### src/rtl/vid_cap_pkg.sv
package vid_cap_pkg;

    localparam int BYTE_W = 8;
    localparam int WIDE_W = 24;
    localparam int OVL_W  = 5;

    typedef enum logic [2:0] {
        FMT_BYTE422 = 3'd0,
        FMT_YC16    = 3'd1,
        FMT_RGB16   = 3'd2,
        FMT_RGB24   = 3'd3,
        FMT_BYTECOD = 3'd4
    } fmt_e;

    typedef enum logic [1:0] {
        POS_CB = 2'd0,
        POS_Y0 = 2'd1,
        POS_CR = 2'd2,
        POS_Y1 = 2'd3
    } bpos_e;

    function automatic logic is_byte_fmt(input fmt_e f);
        return (f == FMT_BYTE422) || (f == FMT_BYTECOD);
    endfunction

    function automatic logic is_phase_qual(input fmt_e f, input logic up);
        return (f == FMT_BYTE422 && up) || !is_byte_fmt(f);
    endfunction

endpackage

### src/rtl/vid_cap_phase.sv
module vid_cap_phase
    import vid_cap_pkg::*;
(
    input  logic clk2,
    input  logic rst,
    input  fmt_e fmt,
    input  logic upscale_en,
    input  logic clk_out_en,
    input  logic half_clk_in,
    output logic clk_half_o,
    output logic phase,
    output logic cap_en,
    output logic out_en
);
    logic ph_q;
    logic skip_q;
    logic wide_up;

    assign phase      = clk_out_en ? ph_q : half_clk_in;
    assign clk_half_o = ph_q;
    assign wide_up    = !is_byte_fmt(fmt) && upscale_en;

    always_ff @(posedge clk2) begin
        if (rst) begin
            ph_q   <= 1'b0;
            skip_q <= 1'b0;
        end else begin
            ph_q <= ~ph_q;
            if (wide_up && !phase)
                skip_q <= ~skip_q;
        end
    end

    always_comb begin
        unique case (fmt)
            FMT_BYTE422: cap_en = upscale_en ? !phase : 1'b1;
            FMT_BYTECOD: cap_en = 1'b1;
            default:     cap_en = upscale_en ? (!phase && skip_q) : !phase;
        endcase
        out_en = is_phase_qual(fmt, upscale_en) ? phase : 1'b1;
    end

endmodule

### src/rtl/vid_cap_demux.sv
module vid_cap_demux
    import vid_cap_pkg::*;
#(
    parameter int BW = BYTE_W,
    parameter int WW = WIDE_W,
    parameter int OW = OVL_W
) (
    input  logic          clk2,
    input  logic          rst,
    input  logic          cap_en,
    input  logic          byte_mode,
    input  logic          ovl_block,
    input  logic          active,
    input  logic [WW-1:0] word_in,
    input  logic [OW-1:0] ovl_in,
    output logic          out_valid,
    output logic [BW-1:0] out_cb,
    output logic [BW-1:0] out_y0,
    output logic [BW-1:0] out_cr,
    output logic [BW-1:0] out_y1,
    output logic [OW-1:0] out_ovl0,
    output logic [OW-1:0] out_ovl1,
    output logic [WW-1:0] out_wide,
    output logic [OW-1:0] out_wide_ovl
);
    bpos_e         pos_q;
    logic [BW-1:0] cb_q, y0_q, cr_q;
    logic [OW-1:0] ov0_q;
    logic [BW-1:0] byte_in;
    logic [OW-1:0] ovl_eff;

    assign byte_in = word_in[BW-1:0];
    assign ovl_eff = ovl_block ? '0 : ovl_in;

    always_ff @(posedge clk2) begin
        if (rst) begin
            pos_q        <= POS_CB;
            cb_q         <= '0;
            y0_q         <= '0;
            cr_q         <= '0;
            ov0_q        <= '0;
            out_valid    <= 1'b0;
            out_cb       <= '0;
            out_y0       <= '0;
            out_cr       <= '0;
            out_y1       <= '0;
            out_ovl0     <= '0;
            out_ovl1     <= '0;
            out_wide     <= '0;
            out_wide_ovl <= '0;
        end else begin
            out_valid <= 1'b0;
            if (cap_en) begin
                if (byte_mode) begin
                    if (!active) begin
                        pos_q <= POS_CB;
                    end else begin
                        unique case (pos_q)
                            POS_CB: begin
                                cb_q  <= byte_in;
                                pos_q <= POS_Y0;
                            end
                            POS_Y0: begin
                                y0_q  <= byte_in;
                                ov0_q <= ovl_eff;
                                pos_q <= POS_CR;
                            end
                            POS_CR: begin
                                cr_q  <= byte_in;
                                pos_q <= POS_Y1;
                            end
                            POS_Y1: begin
                                out_cb    <= cb_q;
                                out_y0    <= y0_q;
                                out_cr    <= cr_q;
                                out_y1    <= byte_in;
                                out_ovl0  <= ov0_q;
                                out_ovl1  <= ovl_eff;
                                out_valid <= 1'b1;
                                pos_q     <= POS_CB;
                            end
                        endcase
                    end
                end else if (active) begin
                    out_wide     <= word_in;
                    out_wide_ovl <= ovl_eff;
                    out_valid    <= 1'b1;
                end
            end
        end
    end

endmodule

### src/rtl/vid_cap_sync.sv
module vid_cap_sync (
    input  logic clk2,
    input  logic rst,
    input  logic cap_en,
    input  logic out_en,
    input  logic sync_dir_out,
    input  logic blank_dir_out,
    input  logic hsync_in,
    input  logic vsync_in,
    input  logic blank_in,
    input  logic tim_hs,
    input  logic tim_vs,
    input  logic tim_blank,
    input  logic tim_field,
    output logic blank_eff,
    output logic hsync_o,
    output logic vsync_o,
    output logic blank_o,
    output logic field_o,
    output logic hsync_oe,
    output logic vsync_oe,
    output logic blank_oe,
    output logic cap_hs,
    output logic cap_vs
);
    assign blank_eff = blank_dir_out ? tim_blank : blank_in;
    assign hsync_oe  = sync_dir_out;
    assign vsync_oe  = sync_dir_out;
    assign blank_oe  = blank_dir_out;

    always_ff @(posedge clk2) begin
        if (rst) begin
            hsync_o <= 1'b0;
            vsync_o <= 1'b0;
            blank_o <= 1'b1;
            field_o <= 1'b0;
            cap_hs  <= 1'b0;
            cap_vs  <= 1'b0;
        end else begin
            if (out_en) begin
                hsync_o <= tim_hs;
                vsync_o <= tim_vs;
                blank_o <= tim_blank;
                field_o <= tim_field;
            end
            if (cap_en && !sync_dir_out) begin
                cap_hs <= hsync_in;
                cap_vs <= vsync_in;
            end
        end
    end

endmodule

### src/rtl/vid_capture.sv
module vid_capture
    import vid_cap_pkg::*;
#(
    parameter int BW = BYTE_W,
    parameter int WW = WIDE_W,
    parameter int OW = OVL_W
) (
    input  logic          clk2,
    input  logic          rst,
    input  logic [2:0]    fmt_sel,
    input  logic          upscale_en,
    input  logic          clk_out_en,
    input  logic          half_clk_in,
    output logic          clk_half_o,
    output logic          clk_half_oe,
    input  logic [WW-1:0] pix_in,
    input  logic [OW-1:0] ovl_in,
    input  logic          blank_in,
    input  logic          hsync_in,
    input  logic          vsync_in,
    input  logic          sync_dir_out,
    input  logic          blank_dir_out,
    input  logic          tim_hs,
    input  logic          tim_vs,
    input  logic          tim_blank,
    input  logic          tim_field,
    output logic          hsync_o,
    output logic          vsync_o,
    output logic          blank_o,
    output logic          field_o,
    output logic          hsync_oe,
    output logic          vsync_oe,
    output logic          blank_oe,
    output logic          cap_hs,
    output logic          cap_vs,
    output logic          out_valid,
    output logic [BW-1:0] out_cb,
    output logic [BW-1:0] out_y0,
    output logic [BW-1:0] out_cr,
    output logic [BW-1:0] out_y1,
    output logic [OW-1:0] out_ovl0,
    output logic [OW-1:0] out_ovl1,
    output logic [WW-1:0] out_wide,
    output logic [OW-1:0] out_wide_ovl
);
    localparam int NARROW_W = 2 * BW;

    fmt_e          fmt;
    logic          cap_phase;
    logic          cap_en;
    logic          out_en;
    logic          blank_eff;
    logic [WW-1:0] word_in;

    assign fmt         = fmt_e'(fmt_sel);
    assign clk_half_oe = clk_out_en;

    generate
        if (WW > NARROW_W) begin : g_mask
            assign word_in = (fmt == FMT_RGB24) ? pix_in
                           : {{(WW - NARROW_W){1'b0}}, pix_in[NARROW_W-1:0]};
        end else begin : g_nomask
            assign word_in = pix_in;
        end
    endgenerate

    vid_cap_phase u_phase (
        .clk2        (clk2),
        .rst         (rst),
        .fmt         (fmt),
        .upscale_en  (upscale_en),
        .clk_out_en  (clk_out_en),
        .half_clk_in (half_clk_in),
        .clk_half_o  (clk_half_o),
        .phase       (cap_phase),
        .cap_en      (cap_en),
        .out_en      (out_en)
    );

    vid_cap_sync u_sync (
        .clk2          (clk2),
        .rst           (rst),
        .cap_en        (cap_en),
        .out_en        (out_en),
        .sync_dir_out  (sync_dir_out),
        .blank_dir_out (blank_dir_out),
        .hsync_in      (hsync_in),
        .vsync_in      (vsync_in),
        .blank_in      (blank_in),
        .tim_hs        (tim_hs),
        .tim_vs        (tim_vs),
        .tim_blank     (tim_blank),
        .tim_field     (tim_field),
        .blank_eff     (blank_eff),
        .hsync_o       (hsync_o),
        .vsync_o       (vsync_o),
        .blank_o       (blank_o),
        .field_o       (field_o),
        .hsync_oe      (hsync_oe),
        .vsync_oe      (vsync_oe),
        .blank_oe      (blank_oe),
        .cap_hs        (cap_hs),
        .cap_vs        (cap_vs)
    );

    vid_cap_demux #(.BW(BW), .WW(WW), .OW(OW)) u_demux (
        .clk2         (clk2),
        .rst          (rst),
        .cap_en       (cap_en),
        .byte_mode    (is_byte_fmt(fmt)),
        .ovl_block    (fmt == FMT_BYTECOD),
        .active       (!blank_eff),
        .word_in      (word_in),
        .ovl_in       (ovl_in),
        .out_valid    (out_valid),
        .out_cb       (out_cb),
        .out_y0       (out_y0),
        .out_cr       (out_cr),
        .out_y1       (out_y1),
        .out_ovl0     (out_ovl0),
        .out_ovl1     (out_ovl1),
        .out_wide     (out_wide),
        .out_wide_ovl (out_wide_ovl)
    );

endmodule

### config.mk
export PLATFORM = sky130hd
export DESIGN_NAME = vid_capture
export DESIGN_NICKNAME = d
export VERILOG_FILES = /design/src/rtl/vid_cap_pkg.sv /design/src/rtl/vid_cap_phase.sv /design/src/rtl/vid_cap_demux.sv /design/src/rtl/vid_cap_sync.sv /design/src/rtl/vid_capture.sv
export SDC_FILE = /design/constraint.sdc
export NUM_CORES = 1
export LEC_CHECK = 0
export CORE_AREA = 2 2 114 94
export CTS_BUF_LIST = sky130_fd_sc_hd__clkbuf_8
export CTS_CLUSTER_SIZE = 12
export DETAILED_ROUTE_END_ITERATION = 16
export DIE_AREA = 0 0 116 96
export PLACE_DENSITY = 0.85
export SLEW_MARGIN = 20
export SYNTH_ARGS = -nofsm -noshare
export SYNTH_HDL_FRONTEND = slang
export SYNTH_SLANG_ARGS = --single-unit
### constraint.sdc
create_clock -name clk2 -period 1.48 [get_ports clk2]
set_input_delay 0.296 -clock clk2 [delete_from_list [all_inputs] [get_ports clk2]]
set_output_delay 0.296 -clock clk2 [all_outputs]
set_load 0.05 [all_outputs]
**Word level (Yosys, flattened, before mapping)**

Cells that the tools add are included.

- Add/sub/neg operators: 0
- Multipliers: 0
- Div/mod/pow operators: 0
- Order comparisons: 0
- Eq/ne operators: 5
- Shifts and indexed selects: 0
- Mux-type cells: 14
- Bitwise operators: 5
- Reduce and logical (&&, ||, !) cells: 19

Operators by type and width:

| operator | number |
|---|---|
| two-way mux 24 bit | 1 |
| AND reduction 4 bit | 4 |
| two-way mux 1 bit | 9 |
| case mux 2 bit (4 select lines) | 1 |
| logical AND 1 bit | 5 |
| two-way mux 5 bit | 1 |
| NOT 1 bit | 5 |
| equality test 2 bit (second input constant) | 2 |
| equality test 3 x 2 -> 1 bit (second input constant) | 1 |
| equality test 3 bit (second input constant) | 1 |
| logical NOT 1 bit | 3 |
| logical NOT 3 bit | 1 |
| AND reduction 3 bit | 1 |
| equality test 2 x 1 -> 1 bit (second input constant) | 1 |
| logical NOT 2 bit | 1 |
| logical OR 1 bit | 2 |
| two-way mux 2 bit | 1 |
| case mux 1 bit (2 select lines) | 1 |
| AND reduction 2 bit | 1 |
| OR reduction 2 bit | 1 |

- Register bits after elaboration: 111
- Bits in latches: 0
- Bits in writable memories: 0
- Bits in read-only memories: 0
- Output and inout bits: 83
- Logic and storage cells: 65
- Memories: 0

**Depth between registers and ports, before layout**

- Depth in word-level cells: 7
- Gate-level depth with buffers: 7
- Gate-level depth less buffers: 5

**Modules after synthesis**

From an unflattened synthesis, not the netlist that was laid out.

- Cell total of the unflattened synthesis: 437
- Area total of the unflattened synthesis: 4778.3 µm²

By module, submodules not included:

| module | times used | cells each | area an instance (µm²) | sequential area each (µm²) |
|---|---|---|---|---|
| vid_cap_demux | 1 | 382 | 4277.9 | 2062.0 |
| vid_cap_sync | 1 | 26 | 275.3 | 120.1 |
| vid_cap_phase | 1 | 17 | 122.6 | 40.0 |
| vid_capture | 1 | 12 | 102.6 | 0.0 |

**Worst setup path before layout**

No wires, ideal clock.

- Kind: register -> register
- Start point: register u_phase.ph_q, in the netlist u_phase.clk_half_o
- End point: register u_demux.cr_q[0]
- Setup time: 128 ps
- Arrival time: 1644 ps
- Data required time: 1352 ps
- Setup slack: -291 ps
- Cell stages (with the launch flop): 7
- Cells stage by stage: dfxtp_1 -> mux2i_2 -> buf_4 -> o2111ai_1 -> buf_4 -> mux2i_1 -> nor2_1

- Cells in the longest elaborated chain, start to end: 6
- Elaborated cells between the ends (all ways): 7
- Those cells by class: 4 x mux; 3 x reduce/logical

RTL lines:

| what | RTL line | text |
|---|---|---|
| from (decl) | vid_cap_phase.sv:15 | `logic ph_q;` |
| from (signal assigned) | vid_cap_phase.sv:28 | `ph_q <= ~ph_q;` |
| two-way mux 1 bit (*) | vid_cap_phase.sv:19 | `assign phase = clk_out_en ? ph_q : half_clk_in;` |
| logical NOT 1 bit (*) | vid_cap_phase.sv:36, vid_cap_phase.sv:38 |  |
| logical AND 1 bit | vid_cap_phase.sv:38 | `default: cap_en = upscale_en ? (!phase && skip_q) : !phase;` |
| two-way mux 1 bit | vid_cap_phase.sv:38 |  |
| case mux 1 bit (2 select lines) (*) | vid_cap_phase.sv:35 | `unique case (fmt)` |
| AND reduction 4 bit (no source line) (*) | -- |  |
| to (signal assigned) | vid_cap_demux.sv:69 | `cr_q <= byte_in;` |
| to (decl) | vid_cap_demux.sv:27 | `logic [BW-1:0] cb_q, y0_q, cr_q;` |

Every way passes the cells marked *; elsewhere a longest branch is shown, timed or not.
A chain may end at the register's enable or synchronous reset.

**Final worst setup path**

- Start point: register u_phase.ph_q, in the netlist u_phase.clk_half_o
- End point: register u_demux.out_cb[5]

- Cells in the longest elaborated chain, start to end: 6
- Elaborated cells between the ends (all ways): 7
- Those cells by class: 4 x mux; 3 x reduce/logical

RTL lines:

| what | RTL line | text |
|---|---|---|
| two-way mux 1 bit (*) | vid_cap_phase.sv:19 |  |
| logical NOT 1 bit (*) | vid_cap_phase.sv:36, vid_cap_phase.sv:38 |  |
| logical AND 1 bit | vid_cap_phase.sv:38 |  |
| two-way mux 1 bit | vid_cap_phase.sv:38 |  |
| case mux 1 bit (2 select lines) (*) | vid_cap_phase.sv:35 |  |
| AND reduction 4 bit (no source line) (*) | -- |  |
| to (signal assigned) | vid_cap_demux.sv:73 | `out_cb <= cb_q;` |
| to (decl) | vid_cap_demux.sv:17 | `output logic [BW-1:0] out_cb,` |

Marked as above.

==> reports/summary.log <==
qor: outcome.run_status finished, violations left
qor: outcome.violations setup timing
qor: route.routed-via-count 3,945
qor: final_layout.antenna_cells_inserted 0
qor: floorplan.start_util 0.418
qor: placed_design.post-place-ws -0.565 ns
qor: route.drt_iter0_markers 207
qor: route.post_drt_wl_per_cell 16.5 microns
qor: timing.rsz0062_at_grt yes
qor: job.maxCapViolations 0
qor: power.total_power 5.75 mW
qor: timing.maxSlewViolCount 0
qor: setup_path.setup.worst_path.start_class flop
qor: timing.relSlewSlack 0.748
qor: synth.synth_enable_flop_cells 0
qor: setup_path.cp_max_fo 21
qor: setup_path.worstPathRequired 1.79 ns
qor: timing.fin_worst_skew 0.00987 ns
qor: synth.synth_area_leader_cell dfxtp_1
qor: power.power_density 812 nW/um^2
qor: power.cellLeakagePower 2.87 nW
qor: synth.proportion_of_register_bits_with_asynchronous_set_or_reset_after_synthesis 0
qor: clock_network.clk_path_buf_depth 2
qor: route.routed-wl-met2 6.37 mm
qor: timing.finalCritPeriodShare 1.01
qor: clock_network.clock_latency 0.38 ns
qor: synth.synthCells 478
qor: synth.post_synth.cell_area_avg 8.73 sq um
qor: global_routing.grt-ovfl-total 0
qor: final_layout.drive_above_1_share 0.256
qor: setup_path.timing.setup.critical_path_class reg -> reg
qor: route.dr_wl_met3 1.05 mm
qor: power.worst_ir_drop_vdd 0.000807 V
qor: timing.worst_pin_slew 0.377 ns
qor: global_routing.grt_first_pass_wirelength 18.6 mm
qor: global_routing.first_global_vias 3,763
qor: route.total_drc_errors_in_the_routed_layout 0
qor: placed_design.placedInstanceArea 6560 sq um
qor: floorplan.die_area 11,100 sq um
qor: clock_network.number_of_buffers_added_by_the_clock_tree_synthesis_step 9
qor: final_layout.finalNetCount 680
qor: global_routing.grt_max_degree 55
qor: route.drt-met1-wl 5.12 mm
qor: synth.synthesis.area 4170 sq um
qor: global_routing.global_route.usage.total 0.219
qor: setup_path.cpMaxStageDelayCell dfxtp_4
qor: synth.sequential_element_share_of_the_synthesized_area 0.533
qor: clock_network.htreeDepth 3
qor: synth.mapped_nets 528
qor: placed_design.port_buffers 128
qor: synth.synth_top_area_frac 0.533
qor: route.firstDrtPassIters 5
qor: timing.hold_vio_cnt_final 0
qor: final_layout.flow.area_growth_from_synthesis 69.7%
qor: placed_design.dp_hpwl 8.08 mm
qor: global_routing.antenna_found_initial 0
qor: timing.maxClockFrequency 0.668 GHz
qor: route.final_antenna_net_count 0
qor: clock_network.clkSlewWorstSetupHoldPaths 0.10 ns
qor: synth.postSynth.topFlopCell dfxtp_1
qor: clock_network.tritoncts done
qor: floorplan.fp.dieW 116 microns
qor: timing.min_period 1.50 ns
qor: route.wl 12.8 mm
qor: floorplan.coreArea 9990 sq um
qor: timing.worst_slack -0.0162 ns
qor: timing.report.final.setup_viol 1
qor: setup_path.end_kind flop
qor: clock_network.clock_sink_count 111
qor: worst_hold_path.hp-class in -> reg
qor: synth.netlist_top_cells_area dfxtp_1 (53%), nand2_1 (12%), a21oi_1 (8.8%)
qor: setup_path.sequence_of_cells_on_the_critical_path mux2i_4, buf_6, o2111ai_4, clkbuf_16, nand2_1, a21oi_1
qor: clock_network.ctsHoldBuffers 0
qor: synth.synth.ff_latch_count 111
qor: final_layout.fin_area 7080 sq um
qor: floorplan.top_level_ports 129
qor: synth.netlist-cell-type-count 32
qor: floorplan.die_h 96 microns
qor: setup_path.critical_path_arrival 1.80 ns
qor: route.vias_per_cell 5.10
qor: synth.synth.yosys.warnings 0
qor: floorplan.rows 33
qor: placed_design.gp_routability_congestion 0.763
qor: clock_network.clock_root_buffer clkbuf_8
qor: route.highest-signal-layer met4
qor: setup_path.cp_slowest_stage_delay 0.38 ns
worst max-delay path, delay by kind of cell (launching register included):
family	cells	cell delay [ns]
buf+inv	2	0.42
flops	1	0.38
mux	1	0.08
simple gates	1	0.07
compound gates	2	0.47
routing by layer:
layer  track usage  vias up
met3        0.0793       21
met2         0.384      152
li1              -     1875
met1         0.250     1897
met5             0        -
met4        0.0704        0
cells in the mapped netlist (2+ instances only):
cell type	number
a21oi_1	73
buf_2	12
buf_4	11
clkbuf_1	13
dfxtp_1	111
ha_1	4
inv_1	3
mux2i_1	34
nand2_1	137
nand2b_1	7
nand3_1	9
nor2_1	37
nor2b_1	5
o2111ai_1	3
o21ai_0	2
repair_timing:
| item | in CTS | in global routing |
|---|---|---|
| setup buffers | 3 | 11 |
| gates cloned | 2 | 5 |
| resized for setup | 14 | 26 |
| endpoints found under the setup margin | 107 | 89 |
| pin swaps | 2 | 15 |
final timing paths:
kind / from / end / slack, ns / cells after the start
max: u_phase.clk_half_o / u_demux.out_cb[5] / -0.02 / 6
min: rst / u_phase.clk_half_o / 0.27 / 2
max reg2reg: u_phase.clk_half_o / u_demux.out_cb[5] / -0.02 / 6
min reg2reg: u_phase.clk_half_o / u_phase.clk_half_o / 0.45 / 1
where the power goes:
part           switching, mW  internal, mW
clock network          0.956         0.745
registers             0.0581          3.04
logic                  0.482         0.463
stage by stage:
stage	std cells	setup TNS, ns	hold WS, ns	utilization
finish	773	-0.0162	0.266	0.709
detailed placement	738	-57.09	0.447	0.657
global placement	738	-52.83	0.438	0.657
global route	773	-1.16	0.269	0.709
floorplan	478	0	0.400	-
CTS	757	0	0.242	0.682
cell usage in the layout, fill, tap and decap left out, types with 6 or more instances in the layout:
master / n
clkdlybuf4s50_1: 35
nand2b_1: 6
inv_1: 6
nor2_1: 37
buf_4: 31
nand2_1: 137
dfxtp_1: 109
buf_6: 8
nand3_1: 9
a21oi_1: 71
clkbuf_8: 9
mux2i_1: 33
buf_12: 89
cell families (layout without fill, tap and decap cells):
kind of cell             after synthesis  count (layout)  synth area share
multiplexers                          36              36            0.0903
AO/OA/AOI/OAI                         86              86             0.118
AND/OR/NAND/NOR                      201             201             0.196
adder cells (fa/ha/maj)                4               4            0.0120
buffers and inverters                 39             194            0.0486
flip-flops                           111             111             0.533
XOR/XNOR                               1               1           0.00210
registers in the layout (all words and copies together), names as in the netlist, 8 cells and up:
name	flops
u_demux.cr_q	8
u_demux.y0_q	8
u_demux.out_y1	8
u_demux.out_cb	8
u_demux.out_wide	24
u_demux.out_cr	8
u_demux.cb_q	8
u_demux.out_y0	8
final cells by class:
cell class | instances | area, sq um
multi-input cells | 328 | 1840
flip-flops and latches | 111 | 2230
clock inverters | 5 | 46.3
repair buffers | 177 | 2660
inverters | 3 | 11.3
fillers | 716 | 2910
clock buffers | 9 | 124
well taps | 140 | 175
Power figures use the tool's default switching activity.
